### src/rtl/wdg_pkg.sv
package wdg_pkg;

    localparam int TIME_W   = 6;
    localparam int CODE_W   = 3;
    localparam int KICK_BIT = 3;
    localparam logic [7:0] RESET_BYTE = 8'h03;

    typedef logic [TIME_W-1:0] wd_time_t;
    typedef logic [CODE_W-1:0] wd_code_t;

    typedef enum logic [1:0] {
        WD_OFF   = 2'd0,
        WD_GRACE = 2'd1,
        WD_ARMED = 2'd2,
        WD_WATCH = 2'd3
    } wd_state_e;

    typedef struct packed {
        logic     enabled;
        wd_time_t grace;
        wd_time_t period;
    } wd_timing_t;

    function automatic wd_timing_t mk_timing(input logic en, input int g, input int p);
        wd_timing_t t;
        t.enabled = en;
        t.grace   = wd_time_t'(g);
        t.period  = wd_time_t'(p);
        return t;
    endfunction

    function automatic wd_timing_t basic_lookup(input wd_code_t code);
        case (code)
            3'd5:    return mk_timing(1'b1, 1, 1);
            3'd6:    return mk_timing(1'b1, 10, 10);
            3'd7:    return mk_timing(1'b1, 60, 60);
            default: return mk_timing(1'b0, 0, 0);
        endcase
    endfunction

    function automatic wd_timing_t ext_lookup(input wd_code_t code);
        case (code)
            3'd1:    return mk_timing(1'b1, 3, 3);
            3'd2:    return mk_timing(1'b1, 60, 1);
            3'd5:    return mk_timing(1'b1, 0, 1);
            3'd6:    return mk_timing(1'b1, 0, 10);
            3'd7:    return mk_timing(1'b1, 60, 10);
            default: return mk_timing(1'b0, 0, 0);
        endcase
    endfunction

endpackage

### src/rtl/wdg_ctrl_reg.sv
module wdg_ctrl_reg
    import wdg_pkg::*;
(
    input  logic       clk,
    input  logic       rst,
    input  logic       wr_en,
    input  logic [7:0] wr_data,
    output logic [7:0] rd_data,
    output logic       cfg_change,
    output logic       kick
);
    logic [7:0] byte_q;

    always_ff @(posedge clk) begin
        if (rst) begin
            byte_q <= RESET_BYTE;
        end else if (wr_en) begin
            byte_q <= wr_data;
        end
    end

    assign rd_data    = byte_q;
    assign cfg_change = wr_en && (wr_data[CODE_W-1:0] != byte_q[CODE_W-1:0]);
    assign kick       = wr_en && wr_data[KICK_BIT] && !byte_q[KICK_BIT];

    p_readback_r2: assert property (@(posedge clk) disable iff (rst)
        ($past(wr_en) && !$past(rst)) |-> (rd_data == $past(wr_data)));

    p_reset_value_r1: assert property (@(posedge clk) disable iff (rst)
        $past(rst) |-> (rd_data == RESET_BYTE));

endmodule

### src/rtl/wdg_code_map.sv
module wdg_code_map
    import wdg_pkg::*;
#(
    parameter bit EXTENDED = 1'b1
) (
    input  wd_code_t   code,
    output wd_timing_t timing
);
    generate
        if (EXTENDED) begin : g_ext
            assign timing = ext_lookup(code);
        end else begin : g_basic
            assign timing = basic_lookup(code);
        end
    endgenerate

    always_comb begin
        if (timing.enabled) begin
            a_period_nonzero_r7: assert (timing.period != '0);
        end
    end

endmodule

### src/rtl/wdg_timer_core.sv
module wdg_timer_core
    import wdg_pkg::*;
(
    input  logic       clk,
    input  logic       rst,
    input  logic       tick,
    input  logic       cfg_change,
    input  logic       kick,
    input  wd_timing_t new_timing,
    output logic       expired
);
    wd_state_e state_q;
    wd_time_t  cnt_q;
    wd_time_t  per_q;
    logic      exp_q;

    always_ff @(posedge clk) begin
        if (rst) begin
            state_q <= WD_OFF;
            cnt_q   <= '0;
            per_q   <= '0;
            exp_q   <= 1'b0;
        end else begin
            exp_q <= 1'b0;
            if (cfg_change) begin
                per_q <= new_timing.period;
                if (!new_timing.enabled) begin
                    state_q <= WD_OFF;
                    cnt_q   <= '0;
                end else if (new_timing.grace == '0) begin
                    state_q <= WD_ARMED;
                    cnt_q   <= '0;
                end else begin
                    state_q <= WD_GRACE;
                    cnt_q   <= new_timing.grace;
                end
            end else begin
                case (state_q)
                    WD_GRACE: begin
                        if (tick) begin
                            if (cnt_q == wd_time_t'(1)) begin
                                state_q <= WD_WATCH;
                                cnt_q   <= per_q;
                            end else begin
                                cnt_q <= cnt_q - 1'b1;
                            end
                        end
                    end
                    WD_ARMED: begin
                        if (kick) begin
                            state_q <= WD_WATCH;
                            cnt_q   <= per_q;
                        end
                    end
                    WD_WATCH: begin
                        if (kick) begin
                            cnt_q <= per_q;
                        end else if (tick) begin
                            if (cnt_q == wd_time_t'(1)) begin
                                exp_q <= 1'b1;
                                cnt_q <= per_q;
                            end else begin
                                cnt_q <= cnt_q - 1'b1;
                            end
                        end
                    end
                    default: begin
                        cnt_q <= '0;
                    end
                endcase
            end
        end
    end

    assign expired = exp_q;

    p_expire_after_tick_r10: assert property (@(posedge clk) disable iff (rst)
        expired |-> ($past(tick) && !$past(kick) && $past(state_q) == WD_WATCH));

    p_off_silent_r7: assert property (@(posedge clk) disable iff (rst)
        (state_q == WD_OFF) |-> !expired);

    p_grace_silent_r8: assert property (@(posedge clk) disable iff (rst)
        (state_q == WD_GRACE) |-> !expired);

    p_armed_silent_r6: assert property (@(posedge clk) disable iff (rst)
        (state_q == WD_ARMED) |-> !expired);

    p_count_live_r10: assert property (@(posedge clk) disable iff (rst)
        (state_q == WD_WATCH || state_q == WD_GRACE) |-> (cnt_q != '0));

    p_no_tick_hold_r11: assert property (@(posedge clk) disable iff (rst)
        ($past(!tick) && $past(!cfg_change) && $past(!kick) && !$past(rst)) |-> $stable(cnt_q));

endmodule

### src/rtl/wdg_supervisor.sv
module wdg_supervisor
    import wdg_pkg::*;
#(
    parameter bit EXTENDED = 1'b1
) (
    input  logic       clk,
    input  logic       rst,
    input  logic       sec_tick,
    input  logic       wr_en,
    input  logic [7:0] wr_data,
    output logic [7:0] rd_data,
    output logic       expired
);
    logic       cfg_change;
    logic       kick;
    wd_timing_t new_timing;

    wdg_ctrl_reg u_reg (
        .clk        (clk),
        .rst        (rst),
        .wr_en      (wr_en),
        .wr_data    (wr_data),
        .rd_data    (rd_data),
        .cfg_change (cfg_change),
        .kick       (kick)
    );

    wdg_code_map #(.EXTENDED(EXTENDED)) u_map (
        .code   (wr_data[CODE_W-1:0]),
        .timing (new_timing)
    );

    wdg_timer_core u_core (
        .clk        (clk),
        .rst        (rst),
        .tick       (sec_tick),
        .cfg_change (cfg_change),
        .kick       (kick),
        .new_timing (new_timing),
        .expired    (expired)
    );

endmodule

### config.mk
export PLATFORM = sky130hd
export DESIGN_NAME = wdg_supervisor
export DESIGN_NICKNAME = d
export VERILOG_FILES = /design/src/rtl/wdg_pkg.sv /design/src/rtl/wdg_ctrl_reg.sv /design/src/rtl/wdg_code_map.sv /design/src/rtl/wdg_timer_core.sv /design/src/rtl/wdg_supervisor.sv
export SDC_FILE = /design/constraint.sdc
export NUM_CORES = 1
export LEC_CHECK = 0
export BUFFER_PORTS_ARGS = -buffer_cell sky130_fd_sc_hd__buf_2
export CORE_ASPECT_RATIO = 1.25
export CORE_MARGIN = 2
export CORE_UTILIZATION = 55
export CTS_CLUSTER_DIAMETER = 120
export DETAILED_ROUTE_END_ITERATION = 10
export GPL_ROUTABILITY_DRIVEN = 0
export PLACE_DENSITY = 0.74
export SYNTH_ARGS = -nofsm -noshare
export SYNTH_HDL_FRONTEND = slang
export SYNTH_SLANG_ARGS = --single-unit
export TNS_END_PERCENT = 10
### constraint.sdc
create_clock -name clk -period 2.6 [get_ports clk]
set_clock_uncertainty 0.15 [all_clocks]
set_input_delay 0.39 -clock clk [delete_from_list [all_inputs] [get_ports clk]]
set_output_delay 0.39 -clock clk [all_outputs]
set_load 0.01 [all_outputs]
==> impl_metrics.csv <==
group,metric,value,unit
sta,slew-limit-headroom,61.7,%
setup_path,worstSetupEndpointType,"flip-flop",
yosys,synth_edf_count,0,
pwr,swShare,30.4,%
setup_path,path_common_cell,"o21ai_0",
sta,timing.final.crit_share,86.1,%
clock_network,post-cts-setup-buffers,0,
final_layout,syn_to_final_growth,9.62,%
setup_path,crit_type,"reg2reg",
setup_path,rr_worst_depth,6,
clock_network,cts_resized,0,
sta,fin_ws,0.361,ns
route,dr.pass1.iters,4,
route,routed_via_density,5.74,
global_route,grt-ovfl-total,0,
clock_network,ctsHtreeMaxLevel,1,
floorplanning,num_rows,19,
floorplanning,fp.dieArea,0.00277,sq mm
pwr,p_sw,249,uW
final_layout,final_net_count,183,
setup_path,r2r_setup_slack,0.36,ns
pwr,intPower,572,uW
route,drt_iter0_drc,16,
yosys,ys_types,44,
placed_design,dp_hpwl,2140,um
setup_path,critPathMaxStageDelay,0.51,ns
flow_run,maxCapViolations,0,
final_layout,final_cells,195,
pwr,irDropWorstVdd,417,uV
global_route,grt_usage,21.9,%
route,wl_met3,94,um
clock_network,cts_tree,"done",
floorplanning,ios,21,
clock_network,path_clk_slew,0.13,ns
final_layout,n_fill_cell,211,
min_path,min_path_cells,3,
route,dr_total_vias,1120,
setup_path,crit_required,2.66,ns
yosys,netlist_instances,149,
run_status,outcome,"completed",
sta,fin_crit,2.24,ns
yosys,synthArstFlopShare,0,%
clock_network,numCtsBuffers,3,
yosys,synth_top_cell_by_area,"dfxtp_1",
yosys,syn-num-nets,167,
sta,drv_slew,0,
setup_path,crit_chain,"ha_1 -> or4b_4 -> o21ai_0 -> o21ai_0 -> a221oi_1 -> nor2_1",
floorplanning,die_h,58.4,um
floorplanning,initial_core_util,58.9,%
route,wl_met2,1470,um
setup_path,arrival,2.30,ns
setup_path,r2r_start,"u_core.cnt_q[0]$_SDFFE_PP0N_",
floorplanning,die_w,47.5,um
placed_design,post-place-ws,0.410,ns
pwr,pwr-share-seq,43.1,%
global_route,antenna_found_initial,0,
route,dr.max_layer_used,"met4",
final_layout,diodes,0,
yosys,synth_top_area_share,30.8,%
yosys,syn_area,0.00130,sq mm
setup_path,critical_path_depth,6,
placed_design,port_buffers,20,
yosys,synth-warning-count,0,
clock_network,cts_root_buffer,"clkbuf_4",
sta,tns,0,ns
route,ant_nets,0,
setup_path,slowest_stage,"dfxtp_1",
min_path,hp-class,"in2reg",
clock_network,clockBufferDepth,2,
sta,fmax,447,MHz
pwr,p_comb_share,25.0,%
route,drc,0,
floorplanning,core-area,0.00221,sq mm
yosys,synth-main-ff-cell,"dfxtp_1",
pwr,power_density,576,mW/mm^2
global_route,grt_pass1_wl,4500,um
global_route,grt_pass1_vias,1095,
setup_path,crit_path_max_fanout,7,
route,drt-met1-wl,1180,um
yosys,postSynthAreaPerCell,8.73,sq um
sta,whs,0.150,ns
global_route,grt_max_degree,18,
placed_design,place_inst,191,
sta,finalSetupViolCount,0,
min_path,hold_end,"u_reg.rd_data[6]$_SDFFE_PP0P_",
pwr,p_leak,0.604,nW
sta,rsz0062_at_grt,"false",
sta,worst_pin_slew,0.574,ns
yosys,synth_seq_cells,20,
setup_path,worst-path-buf-inv,0,
clock_network,cts_hold_buf,0,
yosys,yosysSeqAreaShare,30.8,%
clock_network,clock-sinks,20,
setup_path,critPathTopFamily,"compound AO/OA/AOI/OAI gates",
final_layout,final_cell_mix,"buf_2, dfxtp_1, nand2_1",
clock_network,insertion_delay,0.32,ns
final_layout,drive_above_1_share,20.1,%
sta,hold_viol,0,
route,wl,2800,um
route,avgRoutedWirePerCell,14.3,um
yosys,ys_top_cells_by_area,"dfxtp_1, mux2i_1, ha_1",
pwr,clock_power_share,31.9,%
setup_path,reg2reg_to,"u_core.cnt_q[1]$_SDFFE_PP0N_",
min_path,hp-start,"wr_data[6]",
setup_path,startpoint_type,"flip-flop",
-- tightest hold or removal path: cells and delay by family --
kind,cells,cell delay (ns)
buf+inv,1,0.07
simple gates,1,0.07
mux,1,0.05
-- power groups by stage --
stage | Sequential [mW] | Combinational, mW | Clock, mW
3_5_place_dp | 0.361 | 0.203 | 0
5_1_grt | 0.357 | 0.230 | 0.268
6_report | 0.354 | 0.205 | 0.262
2_1_floorplan | 0.357 | 0.165 | 0
3_3_place_gp | 0.359 | 0.197 | 0
4_1_cts | 0.354 | 0.205 | 0.264
-- Yosys cell counts, types with 3 or more instances --
master / count
a211oi_1: 5
a21oi_1: 7
a221oi_1: 3
a31oi_1: 3
buf_6: 3
dfxtp_1: 20
ha_1: 6
inv_1: 7
mux2i_1: 8
nand2_1: 15
nand3_1: 3
nand3b_1: 3
nor2_1: 14
nor2b_1: 3
nor3_1: 4
o21ai_0: 5
xor2_1: 4
-- layout make-up --
type                            count  area [sq um]  share of cell area, %
Multi-Input combinational cell    113           808                   56.7
Sequential cell                    20           400                   28.1
Timing Repair Buffer               20           100                   7.02
Tap cell                           31          38.8                   2.72
Clock inverter                      1          30.0                   2.11
Inverter                            7          26.3                   1.84
Clock buffer                        3          22.5                   1.58
-- through the flow --
stage               util [%]  total power [mW]  instance area (sq um)
CTS                     64.5             0.823                   1430
global placement        62.1             0.556                   1370
floorplan                  -             0.522                   1300
detailed placement      62.1             0.564                   1370
global route            64.5             0.855                   1430
finish                  64.5             0.821                   1430
-- how the worst max path moves through the flow --
stage / startpoint / end / slack (ns)
after floorplan: u_core.cnt_q[0]$_SDFFE_PP0N_ / u_core.cnt_q[1]$_SDFFE_PP0N_ / 0.73
after global placement: wr_data[0] / u_core.cnt_q[1]$_SDFFE_PP0N_ / 0.47
after detailed placement: u_core.cnt_q[0]$_SDFFE_PP0N_ / u_core.cnt_q[1]$_SDFFE_PP0N_ / 0.41
after CTS: u_core.cnt_q[0]$_SDFFE_PP0N_ / u_core.cnt_q[1]$_SDFFE_PP0N_ / 0.39
after global routing: u_core.cnt_q[0]$_SDFFE_PP0N_ / u_core.cnt_q[1]$_SDFFE_PP0N_ / 0.31
final: u_core.cnt_q[0]$_SDFFE_PP0N_ / u_core.cnt_q[1]$_SDFFE_PP0N_ / 0.36
-- state kept, by name, summed over array words and instances (netlist names) --
register / count
u_core.expired: 1
u_reg.rd_data: 8
u_core.per_q: 3
u_core.cnt_q: 6
u_core.state_q: 2
-- cells by family after synthesis --
group                    share of synthesized area [%]
AND/OR/NAND/NOR                                   23.0
XOR/XNOR                                          5.29
multiplexers                                      6.15
AO/OA/AOI/OAI                                     21.9
buffers and inverters                             7.11
adder cells (fa/ha/maj)                           5.77
flip-flops                                        30.8
-- layer usage --
layer	vias to the layer above	global-route usage, %
li1	565	-
met1	518	24.8
met2	31	39.8
met3	6	2.76
met4	0	7.94
met5	-	0
Power figures use the tool's default switching activity.
